### config.mk
export PLATFORM = sky130hd
export DESIGN_NAME = txdesc_walker
export DESIGN_NICKNAME = d
export VERILOG_FILES = /design/src/rtl/txdw_pkg.sv /design/src/rtl/txdw_lane.sv /design/src/rtl/txdw_addr.sv /design/src/rtl/txdesc_walker.sv
export SDC_FILE = /design/constraint.sdc
export NUM_CORES = 1
export LEC_CHECK = 0
export BUFFER_PORTS_ARGS = -buffer_cell sky130_fd_sc_hd__buf_2
export CAP_MARGIN = 40
export CORE_ASPECT_RATIO = 0.75
export CORE_UTILIZATION = 25
export CTS_CLUSTER_DIAMETER = 150
export CTS_CLUSTER_SIZE = 30
export DETAILED_ROUTE_END_ITERATION = 12
export GPL_TIMING_DRIVEN = 0
export HOLD_SLACK_MARGIN = 0.1
export SLEW_MARGIN = 40
export SYNTH_ARGS = -nofsm -noshare
export SYNTH_HDL_FRONTEND = slang
export SYNTH_SLANG_ARGS = --single-unit
### constraint.sdc
create_clock -name clk -period 10.17 [get_ports clk]
set_input_delay 2.034 -clock clk [delete_from_list [all_inputs] [get_ports clk]]
set_output_delay 2.034 -clock clk [all_outputs]
set_load 0.1 [all_outputs]
### src/rtl/txdw_pkg.sv
package txdw_pkg;
  typedef enum logic [3:0] {
    S_IDLE, S_PKT, S_CFG, S_SIZE, S_CNT, S_PLO, S_PHI, S_FSZ,
    S_FRAG, S_STAT, S_LINK, S_DONE
  } walk_st_t;

  localparam logic [15:0] CFG_KEEP  = 16'hF000;
  localparam logic [15:0] STAT_KEEP = 16'h0FFF;
  localparam logic [15:0] SENT_FLAG = 16'h0001;
  localparam int          IRQ_BIT   = 15;
  localparam int          END_BIT   = 0;
  localparam int          OFF_CFG   = 1;
endpackage

### src/rtl/txdw_lane.sv
module txdw_lane #(
  parameter int VW = 16,
  parameter int BW = 32
) (
  input  logic          wide,
  input  logic          big,
  input  logic [BW-1:0] rdata,
  input  logic [VW-1:0] wval,
  output logic [VW-1:0] rval,
  output logic [BW-1:0] wdata
);
  localparam int HB = VW / 2;

  always_comb begin
    if (!big) begin
      rval  = rdata[VW-1:0];
      wdata = {{(BW-VW){1'b0}}, wval};
    end else if (wide) begin
      rval  = {rdata[VW+HB-1:VW], rdata[BW-1:VW+HB]};
      wdata = {wval[HB-1:0], wval[VW-1:HB], {(BW-VW){1'b0}}};
    end else begin
      rval  = {rdata[HB-1:0], rdata[VW-1:HB]};
      wdata = {{(BW-VW){1'b0}}, wval[HB-1:0], wval[VW-1:HB]};
    end
  end
endmodule

### src/rtl/txdw_addr.sv
module txdw_addr #(
  parameter int VW = 16,
  parameter int AW = 32
) (
  input  logic [AW-VW-1:0] base_hi,
  input  logic [VW-1:0]    ptr,
  input  logic [VW-1:0]    off,
  input  logic             wide,
  output logic [AW-1:0]    addr
);
  logic [AW-1:0] base;
  logic [AW-1:0] span;

  always_comb begin
    base = {base_hi, ptr[VW-1:1], 1'b0};
    span = wide ? ({{(AW-VW){1'b0}}, off} << 2) : ({{(AW-VW){1'b0}}, off} << 1);
    addr = base + span;
  end
endmodule

### src/rtl/txdesc_walker.sv
module txdesc_walker
  import txdw_pkg::*;
#(
  parameter int VW = 16,
  parameter int AW = 32,
  parameter int BW = 32
) (
  input  logic          clk,
  input  logic          rst_n,
  input  logic          start,
  input  logic [VW-1:0] desc_ptr,
  input  logic [AW-VW-1:0] desc_hi,
  input  logic          wide,
  input  logic          big,
  input  logic          halt,
  output logic          mem_req,
  output logic          mem_we,
  output logic [AW-1:0] mem_addr,
  output logic [BW-1:0] mem_wdata,
  input  logic          mem_ack,
  input  logic [BW-1:0] mem_rdata,
  output logic          frag_valid,
  input  logic          frag_ready,
  output logic [AW-1:0] frag_addr,
  output logic [VW-1:0] frag_len,
  output logic [VW-1:0] frag_pkt_len,
  output logic          irq,
  output logic          busy,
  output logic          done,
  output logic [VW-1:0] cur_ptr
);
  walk_st_t      st, st_n;
  logic [VW-1:0] cur, cur_n, wrk, wrk_n, off, off_n;
  logic [VW-1:0] cfg, cfg_n, psz, psz_n, fc, fc_n, idx, idx_n;
  logic [VW-1:0] plo, plo_n, phi, phi_n, fsz, fsz_n;
  logic          irq_q, irq_n;
  logic [VW-1:0] rval, wval, acc_off;

  txdw_lane #(.VW(VW), .BW(BW)) u_lane (
    .wide(wide), .big(big), .rdata(mem_rdata), .wval(wval),
    .rval(rval), .wdata(mem_wdata)
  );

  txdw_addr #(.VW(VW), .AW(AW)) u_addr (
    .base_hi(desc_hi), .ptr(wrk), .off(acc_off), .wide(wide), .addr(mem_addr)
  );

  // Next-state logic
  always_comb begin
    st_n = st;  cur_n = cur;  wrk_n = wrk;  off_n = off;
    cfg_n = cfg; psz_n = psz; fc_n = fc;    idx_n = idx;
    plo_n = plo; phi_n = phi; fsz_n = fsz;  irq_n = 1'b0;
    unique case (st)
      S_IDLE: if (start) begin cur_n = desc_ptr; st_n = S_PKT; end
      S_PKT: begin wrk_n = cur; off_n = VW'(OFF_CFG); st_n = S_CFG; end
      S_CFG: if (mem_ack) begin
        cfg_n = rval & CFG_KEEP; irq_n = rval[IRQ_BIT];
        off_n = off + 1'b1; st_n = S_SIZE;
      end
      S_SIZE: if (mem_ack) begin psz_n = rval; off_n = off + 1'b1; st_n = S_CNT; end
      S_CNT: if (mem_ack) begin
        fc_n = rval; idx_n = '0; off_n = off + 1'b1;
        st_n = (rval == '0) ? S_STAT : S_PLO;
      end
      S_PLO: if (mem_ack) begin plo_n = rval; off_n = off + 1'b1; st_n = S_PHI; end
      S_PHI: if (mem_ack) begin phi_n = rval; off_n = off + 1'b1; st_n = S_FSZ; end
      S_FSZ: if (mem_ack) begin fsz_n = rval; off_n = off + 1'b1; st_n = S_FRAG; end
      S_FRAG: if (frag_ready) begin
        idx_n = idx + 1'b1;
        st_n  = (idx + 1'b1 == fc) ? S_STAT : S_PLO;
      end
      S_STAT: if (mem_ack) st_n = halt ? S_DONE : S_LINK;
      S_LINK: if (mem_ack) begin
        cur_n = rval;
        st_n  = rval[END_BIT] ? S_DONE : S_PKT;
      end
      S_DONE: st_n = S_IDLE;
      default: st_n = S_IDLE;
    endcase
  end

  // State registers
  always_ff @(posedge clk or negedge rst_n) begin
    if (!rst_n) begin
      st <= S_IDLE; cur <= '0; wrk <= '0; off <= '0; cfg <= '0; psz <= '0;
      fc <= '0; idx <= '0; plo <= '0; phi <= '0; fsz <= '0; irq_q <= 1'b0;
    end else begin
      st <= st_n; cur <= cur_n; wrk <= wrk_n; off <= off_n; cfg <= cfg_n;
      psz <= psz_n; fc <= fc_n; idx <= idx_n; plo <= plo_n; phi <= phi_n;
      fsz <= fsz_n; irq_q <= irq_n;
    end
  end

  always_comb begin
    mem_req = (st inside {S_CFG, S_SIZE, S_CNT, S_PLO, S_PHI, S_FSZ, S_STAT, S_LINK});
    mem_we  = (st == S_STAT);
    acc_off = (st == S_STAT) ? '0 : off;
    wval    = (cfg & STAT_KEEP) | SENT_FLAG;
    frag_valid   = (st == S_FRAG);
    frag_addr    = {phi, plo};
    frag_len     = fsz;
    frag_pkt_len = psz;
    irq     = irq_q;
    busy    = (st != S_IDLE);
    done    = (st == S_DONE);
    cur_ptr = cur;
  end

  // request and its address/direction held until accepted
  p_req_hold_r11: assert property (@(posedge clk) disable iff (!rst_n)
    mem_req && !mem_ack |=> mem_req && $stable(mem_addr) && $stable(mem_we));
  // write data held until accepted
  p_wdata_hold_r11: assert property (@(posedge clk) disable iff (!rst_n)
    mem_req && mem_we && !mem_ack |=> mem_we && $stable(mem_wdata));
  // fragment offer held until taken
  p_frag_hold_r12: assert property (@(posedge clk) disable iff (!rst_n)
    frag_valid && !frag_ready |=> frag_valid && $stable(frag_addr) && $stable(frag_len));
  // interrupt is a single-cycle pulse
  p_irq_pulse_r6: assert property (@(posedge clk) disable iff (!rst_n)
    irq |=> !irq);
  // a walk end is followed by idle
  p_done_idle_r9: assert property (@(posedge clk) disable iff (!rst_n)
    done |=> !busy);
endmodule

==> metrics, run 1 <==
status completed; FFs w/ async S/R, synth 100.0%; Die X 216.6 um; clock sinks 148; PostCTS Resize Cnt 0; Final Cycle Share 80.49%; Worst-path clk slew 0.06 ns; CTS tree yes; placed instance count 1,539; relative slew slack 42.32%; Routed WL per cell 17.41 um; PortBufs roughly 190; floorplan row count 58; setup TNS 0 ns; full die area roughly 0.035 mm^2; Setup Fix Bufs, Post-CTS 0; Post-DP Area approximately 0.010 mm^2; Most Used Layer, Global Route met2; share of the synthesized area in the top cell type 42.89%; synth unique cells 70; met3 GRT Util 2.782%; Tmin final 8.186 ns; Pre-antenna DRT Iters 5; grt total ovfl 0; area leader, netlist dfrtp_1; Setup Crit Path Kind input pin to output port; Area Growth Syn to Fin 26.91%; Post-DP HPWL roughly 21 mm; first-pass GRT wire length 41.49 mm; vias 7,245; Max Clock Freq 122.2 MHz; Slew Limit Fails 0; Post-Syn Area per Cell 9.949 um^2; number of global-route vias before repair around 7,000; Via-to-Cell Ratio 4.615; final hold slack approximately 0.48 ns; CTS root buffer clkbuf_16; GP Congestion 0.8718; final std cell area, no fill 0.01096 mm^2; Top Ports 222; fin cells 1,570; CP startpoint kind input pin; CP endpoint kind output port; # setup viols final 0; initial antenna violation count 0; total global routing track utilization 15.43%; pin count of the biggest net entering global routing 53; n_diodes 0; CTS max path bufs 2; final wirelength roughly 27 mm; Hold Buf Count CTS 0; HP Class register to register; Seq cells post-synth 148; Clock Latency Late Sink 0.42 ns; Initial Util roughly a quarter; fin nets 1,201; register area share after synthesis a little over two fifths; Slew @ Worst Pin 0.8652 ns; met1 usage roughly 22%; worst path required time just over 8 ns; layout cells sized above 1 34.82%; synth top area cells dfrtp_1 (43%), mux2_2 (11%), mux2i_1 (5.6%); DRC errors left 0; met2 Usage GRT 23.99%; Gate Count Post-Synth 868; Worst Skew 0.01201 ns; Core ar. 0.03374 mm^2; Final Hold Viols 0; RSZ-0062 raised after global routing false; Antenna Violating Nets Remaining 0; Post-synth EDFFs 0; Max Cap Viol 0; Primary FF master, synth dfrtp_1; H-Tree Depth 4; CTS buffer count 17; Syn Std Cell Area 0.008636 mm^2; Die H about 160 um; initial DRC count 419; CP arrival 6.15 ns; yosys warns 0; crit-path max FO 10
==> path summary, 6_finish.rpt <==
| kind | start | to | slack (ns) | depth (start not counted) |
|---|---|---|---|---|
| max | wide | mem_addr[29] | 1.98 | 16 |
| min | frag_len[15] | frag_len[15] | 0.48 | 2 |
| max reg2reg | idx[0] | st[2] | 7.56 | 8 |
| min reg2reg | frag_len[15] | frag_len[15] | 0.48 | 2 |
| max in group asynchronous | rst_n | off[9] | 7.74 | 3 |
| min in group asynchronous | rst_n | frag_pkt_len[8] | 1.52 | 1 |
==> registers in the layout, summed over array words and instances, names as in the netlist <==
register,flops
idx,16
wrk,15
frag_pkt_len,16
plo,16
phi,16
cur_ptr,16
irq,1
frag_len,16
off,16
fc,16
st,4
==> per-layer routing <==
| metal | up-vias | wire length [um] |
|---|---|---|
| met1 | 3554 | 13270 |
| met2 | 177 | 12420 |
| met3 | 27 | 1135 |
| met4 | 0 | 511 |
| li1 | 3487 | - |
| met5 | - | 0 |
==> area by class of cell <==
| cell class | count | area [um^2] |
|---|---|---|
| flip-flops and latches | 148 | 3704 |
| clock buffers | 19 | 452.9 |
| multi-input cells | 656 | 4591 |
| well taps | 450 | 563.0 |
| clock inverters | 12 | 131.4 |
| repair buffers | 192 | 1018 |
| plain buffers | 70 | 412.9 |
| inverters | 23 | 86.33 |
| fillers | 3501 | 22790 |
==> layout by cell type, fill, tap and decap left out, drive strengths merged, types with 4 or more instances in the layout <==
| cell | n |
|---|---|
| a21boi | 6 |
| a21o | 8 |
| a21oi | 48 |
| a31oi | 4 |
| and2 | 6 |
| and3 | 11 |
| buf | 241 |
| clkbuf | 40 |
| clkinv | 5 |
| clkinvlp | 4 |
| conb | 30 |
| dfrtp | 148 |
| ha | 20 |
| inv | 24 |
| mux2 | 83 |
| mux2i | 48 |
| nand2 | 67 |
| nand2b | 11 |
| nand3 | 19 |
| nand4 | 13 |
| nor2 | 92 |
| nor3 | 5 |
| nor4 | 8 |
| o21ai | 64 |
| o31ai | 9 |
| xnor2 | 30 |
| xor2 | 28 |
==> worst max-delay path, cell delays in order <==
cell and delay, ns:
buf_6 0.14, buf_6 0.17, buf_2 0.24, clkbuf_2 0.35, nor3b_1 0.37, ha_1 0.23, inv_1 0.06, fa_1 0.41
nand2b_1 0.18, a21oi_1 0.33, o311ai_1 0.24, a21oi_1 0.33, o21ai_2 0.19, a21boi_0 0.25, xor2_1 0.17, buf_2 0.45
==> stage by stage <==
| stage | utilization [%] | setup WS (ns) |
|---|---|---|
| 6_report | 32.48 | 1.984 |
| 4_1_cts | 32.47 | 1.966 |
| 3_3_place_gp | 30.37 | 1.827 |
| 5_1_grt | 32.48 | 1.711 |
| 2_1_floorplan | - | 0.1212 |
| 3_5_place_dp | 30.73 | 2.001 |
==> synth_stat cells, drive strengths merged (4+ instances only) <==
master,count
dfrtp,148
nor2,92
mux2,83
nand2,67
o21ai,64
buf,49
a21oi,48
mux2i,48
xnor2,30
xor2,28
inv,23
clkbuf,21
ha,20
nand3,19
nand4,13
and3,11
nand2b,11
o31ai,9
a21o,8
nor4,8
a21boi,6
and2,6
nor3,5
a31oi,4
==> kinds of logic after synthesis <==
family | synth area share [%]
simple gates | 14.11
buf+inv | 5.766
other cells | 0.04342
mux | 16.39
xor+xnor | 5.882
flops | 42.89
compound gates | 11.79
fa+ha+maj | 3.130
Power of run 1 is not shown: default switching activity piles up to over one toggle a cycle in this logic, so the estimate is an artifact.
==> run 2: changes to the inputs <==
Clock period 10.17 ns to 6.7 ns, I/O delays scaled along.
==> metrics, run 2 (same netlist as run 1, synthesis figures left out) <==
status completed (unchanged); Top Ports 222 (unchanged); Max Cap Viol 0 (unchanged); commonest non-fill, non-tap cell in the layout buf_2 (unchanged); PortBufs 188 (unchanged); relative slew slack 45.40% (was 42.32%); Worst Skew 0.007924 ns (was 0.01201 ns); first-pass GRT wire length 42.12 mm (was 41.49 mm); HP Class register to register (unchanged); full die area 0.03530 mm^2 (unchanged); Clock Latency Late Sink 0.43 ns (was 0.42 ns); critical path cell sequence buf_6, buf_6, buf_2, clkbuf_4, mux2i_1, nor2_1, ha_1, and3_1, a221o_1, a21o_1, a31o_4, a31oi_4, and3b_1, xor2_2, buf_2 (was buf_6, buf_6, buf_2, clkbuf_2, nor3b_1, ha_1, inv_1, fa_1, nand2b_1, a21oi_1, o311ai_1, a21oi_1, o21ai_2, a21boi_0, xor2_1, buf_2); CTS root buffer clkbuf_16 (unchanged); CP arrival 5.15 ns (was 6.15 ns); worst path required time 5.36 ns (was 8.14 ns); CTS buffer count 17 (unchanged); # setup viols final 0 (unchanged); Slew Limit Fails 0 (unchanged); final worst setup slack 0.2119 ns (was 1.984 ns); most frequent cells in the layout buf_2 (195), dfrtp_1 (148), nor2_1 (89) (was buf_2 (204), dfrtp_1 (148), nor2_1 (89)); final std cell area, no fill 0.01114 mm^2 (was 0.01096 mm^2); RSZ-0062 raised after global routing false (unchanged); Setup Fix Bufs, Post-CTS 0 (unchanged); CP endpoint kind output port (unchanged); grt total ovfl 0 (unchanged); H-Tree Depth 4 (unchanged); critical path's slowest cell buf_2 (unchanged); register area 0.003704 mm^2 (unchanged); Post-DP HPWL 21.19 mm (was 21.18 mm); Tmin final 6.488 ns; initial DRC count 459 (was 419); CP startpoint kind input pin (unchanged); clock sinks 148 (unchanged); final wirelength 27.09 mm (was 27.33 mm); DRC errors left 0 (unchanged); CTS max path bufs 2 (unchanged); Post-DP Area 0.01047 mm^2 (was 0.01037 mm^2); layout cells sized above 1 35.98% (was 34.82%); Worst-path clk slew 0.06 ns (about the same); setup TNS 0 ns (unchanged); floorplan row count 58 (unchanged); Routed WL per cell 17.22 um (was 17.41 um); total global routing track utilization 15.61% (was 15.43%); Final Hold Viols 0 (unchanged); Pre-antenna DRT Iters 5 (unchanged); Hold Buf Count CTS 0 (unchanged); Die H 163.0 um (unchanged); GP Congestion 0.8814 (was 0.8718); Initial Util 25.59% (unchanged); initial antenna violation count 1 (was 0); Core ar. 0.03374 mm^2 (unchanged); Antenna Violating Nets Remaining 0 (unchanged); Setup Crit Path Kind input pin to output port (unchanged); number of global-route vias before repair 7,149 (was 6,973); Slew @ Worst Pin 0.8190 ns (was 0.8652 ns); Via-to-Cell Ratio 4.617 (was 4.615); Filler Cell Count 3,490 (was 3,501); Placement Setup Slack -0.1210 ns (was 2.001 ns); vias 7,263 (was 7,245); PostCTS Resize Cnt 8 (was 0); CTS tree yes (unchanged); Max Clock Freq ~150 MHz; fin nets 1,200 (was 1,201); Area Growth Syn to Fin 29.04% (was 26.91%); area of the multi-input gates 0.004696 mm^2 (was 0.004591 mm^2); Final Cycle Share a little over nine tenths; Die X 216.6 um (unchanged); crit-path max FO 10 (unchanged); Largest stage delay, worst path 0.43 ns (was 0.45 ns); pin count of the biggest net entering global routing 54 (was 53)
run 2: cell type report:
type	count	share of cell area, %
Clock inverter	13	1.752
Inverter	23	0.7748
Buffer	70	3.728
Antenna cell	3	0.06737
Tap cell	450	5.053
Timing Repair Buffer	191	9.275
Sequential cell	148	33.24
Clock buffer	19	3.975
Multi-Input combinational cell	656	42.14
run 2: worst paths after layout:
| kind | start | end | slack, ns | depth (start not counted) |
|---|---|---|---|---|
| worst max-delay path | wide | mem_addr[30] | 0.21 | 15 |
| worst min register to register | frag_pkt_len[15] | frag_pkt_len[15] | 0.48 | 2 |
| worst max register to register | idx[0] | st[3] | 4.13 | 8 |
| min in group asynchronous | rst_n | frag_pkt_len[6] | 0.81 | 1 |
| max in group asynchronous | rst_n | wrk[13] | 5.00 | 3 |
| worst min-delay path | frag_pkt_len[15] | frag_pkt_len[15] | 0.48 | 2 |
run 2: metrics by stage:
stage	hold slack [ns]	instances	util (%)
after global routing	0.5144	1570	33.00
after CTS	0.4881	1570	32.97
after global placement	0.4587	1535	30.68
after detailed placement	0.4716	1538	31.02
final	0.4804	1573	33.02
after floorplan	0.4616	897	-
run 2: routing by layer:
layer  up-vias  wire (um)  GRT usage [%]
met5         -          0              0
met4         0        612          5.378
met3        31       1450          2.932
met2       200      12030          23.88
met1      3568      12990          21.94
li1       3464          -              -
run 2: critical path, delay by kind of cell:
family / cells / cell delay (ns)
adders and majority gates: 1 / 0.38
and+or+nand+nor: 3 / 0.52
buffers and inverters: 5 / 1.50
AOI/OAI and AO/OA: 4 / 1.07
xor gates and xnor gates: 1 / 0.11
muxes: 1 / 0.22
Power of run 2 is left out for the same reason.
==> run 3: changes to the inputs <==
Settings changed: PLACE_DENSITY set to 0.51.
==> metrics, run 3 (same netlist as run 1, synthesis figures left out) <==
commonest non-fill, non-tap cell in the layout buf_2 (unchanged); HP Class register to register (unchanged); floorplan row count 58 (unchanged); Clock Latency Late Sink 0.42 ns (was 0.43 ns); fin cells 1,570 (was 1,573); R2R setup slack 4.05 ns (was 4.13 ns); status completed (unchanged); GP Congestion 0.8625 (was 0.8814); H-Tree Depth 4 (unchanged); Top Ports 222 (unchanged); Tmin final 6.497 ns (was 6.488 ns); Setup Crit Path Kind input pin to output port (unchanged); Worst Reg-to-Reg Cells 8 (unchanged); crit-path max FO 10 (unchanged); CP arrival 5.16 ns (was 5.15 ns); CTS root buffer clkbuf_16 (unchanged); Hold Path Origin frag_len[15] (was frag_pkt_len[15]); Final Cycle Share 96.97% (was 96.84%); CTS buffer count 17 (unchanged); Antenna Violating Nets Remaining 0 (unchanged); clock sinks 148 (unchanged); Area Growth Syn to Fin 28.66% (was 29.04%); Core ar. 0.03374 mm^2 (unchanged); Routed WL per cell 17.60 um (was 17.22 um); reg2reg start idx[0] (unchanged); placed instance count 1,538 (unchanged); CTS max path bufs 2 (unchanged); pin count of the biggest net entering global routing 74 (was 54); total global routing track utilization 15.82% (was 15.61%); CTS tree yes (unchanged); Post-DP HPWL 21.34 mm (was 21.19 mm); n_diodes 0 (was 3); Min-Delay Endpoint frag_len[15] (was frag_pkt_len[15]); number of global-route vias before repair 6,822 (was 7,149); Worst-path clk slew 0.06 ns (about the same); Max Clock Freq 153.9 MHz (was 154.1 MHz); # setup viols final 0 (unchanged); layout cells sized above 1 35.89% (was 35.98%); Via-to-Cell Ratio 4.613 (was 4.617); RSZ-0062 raised after global routing false (unchanged); initial DRC count 377 (was 459); full die area 0.03530 mm^2 (unchanged); relative slew slack 44.85% (was 45.40%); final wirelength 27.63 mm (was 27.09 mm); worst reg2reg path endpoint st[3] (unchanged); Pre-antenna DRT Iters 5 (unchanged); first-pass GRT wire length 42.10 mm (was 42.12 mm); Worst Skew 0.007007 ns (was 0.007924 ns); DRC errors left 0 (unchanged); Hold Buf Count CTS 0 (unchanged); CP startpoint kind input pin (unchanged); most frequent cells in the layout buf_2 (196), dfrtp_1 (148), nor2_1 (89) (was buf_2 (195), dfrtp_1 (148), nor2_1 (89)); Die X 216.6 um (unchanged); Final Hold Viols 0 (unchanged); Die H 163.0 um (unchanged); worst path required time 5.36 ns (about the same); grt total ovfl 0 (unchanged); fin nets 1,200 (unchanged); CP endpoint kind output port (unchanged); vias 7,243 (was 7,263); Max Cap Viol 0 (unchanged); initial antenna violation count 1 (unchanged); PortBufs 188 (unchanged); Slew Limit Fails 0 (unchanged); Worst Hold Path Cells 2 (unchanged); Initial Util 25.59% (unchanged); Slew @ Worst Pin 0.8272 ns (was 0.8190 ns)
run 3: cell count changes in the layout (fill, tap and decap cells not counted), moves of 2 or more:
cell	before	now
clkinv_4	4	1
buf_4	38	36
diode_2	3	0
clkbuf_8	1	3
clkinvlp_4	0	3
inv_6	4	2
run 3: critical path, cell delays in order:
cell and delay, ns:
buf_6 0.15, buf_6 0.21, buf_2 0.34, clkbuf_4 0.37
mux2i_1 0.21, nor2_1 0.07, ha_1 0.34, a211o_1 0.32
o311ai_1 0.41, a21oi_1 0.21, o21ai_0 0.40, nand3_1 0.16
o311ai_2 0.13, buf_2 0.49
run 3: metal layers:
metal,share of wire [%],global-route usage (%)
met5,0,0
met4,0.88,3.137
met3,4.3,3.436
met2,44,23.75
met1,50,23.16
run 3: timing repair:
item,CTS,global route
resized for setup,5,5
setup endpoints to repair,5,15
pin swaps,0,0
buffers inserted,0,0
run 3: final cells by class:
class / count / area [um^2]
inverters: 23 / 86.33
flip-flops and latches: 148 / 3704
repair buffers: 191 / 1031
multi-input cells: 656 / 4692
plain buffers: 70 / 415.4
clock buffers: 21 / 470.5
well taps: 450 / 563.0
fillers: 3568 / 22630
clock inverters: 11 / 148.9
run 3: metrics by stage:
stage	util, %	instance area, um^2	TNS (ns)	worst slack [ns]	hold slack (ns)
6_report	32.93	11110	0	0.2030	0.4875
3_3_place_gp	30.68	10350	-3.545	-0.2921	0.4597
3_5_place_dp	31.00	10460	-0.2067	-0.05738	0.4706
2_1_floorplan	-	8850	0	0.01458	0.4616
4_1_cts	32.87	11090	0	0.002277	0.4901
5_1_grt	32.93	11110	0	0.01176	0.5083
run 3: how the worst max path moves through the flow:
stage / from / depth (start not counted) / end
4_1_cts: wide / 16 / mem_addr[21]
3_5_place_dp: wide / 16 / mem_addr[19]
6_report: wide / 14 / mem_addr[17]
2_1_floorplan: wide / 14 / mem_addr[15]
5_1_grt: wide / 14 / mem_addr[17]
3_3_place_gp: wide / 15 / mem_addr[30]
Power of run 3 is left out for the same reason.
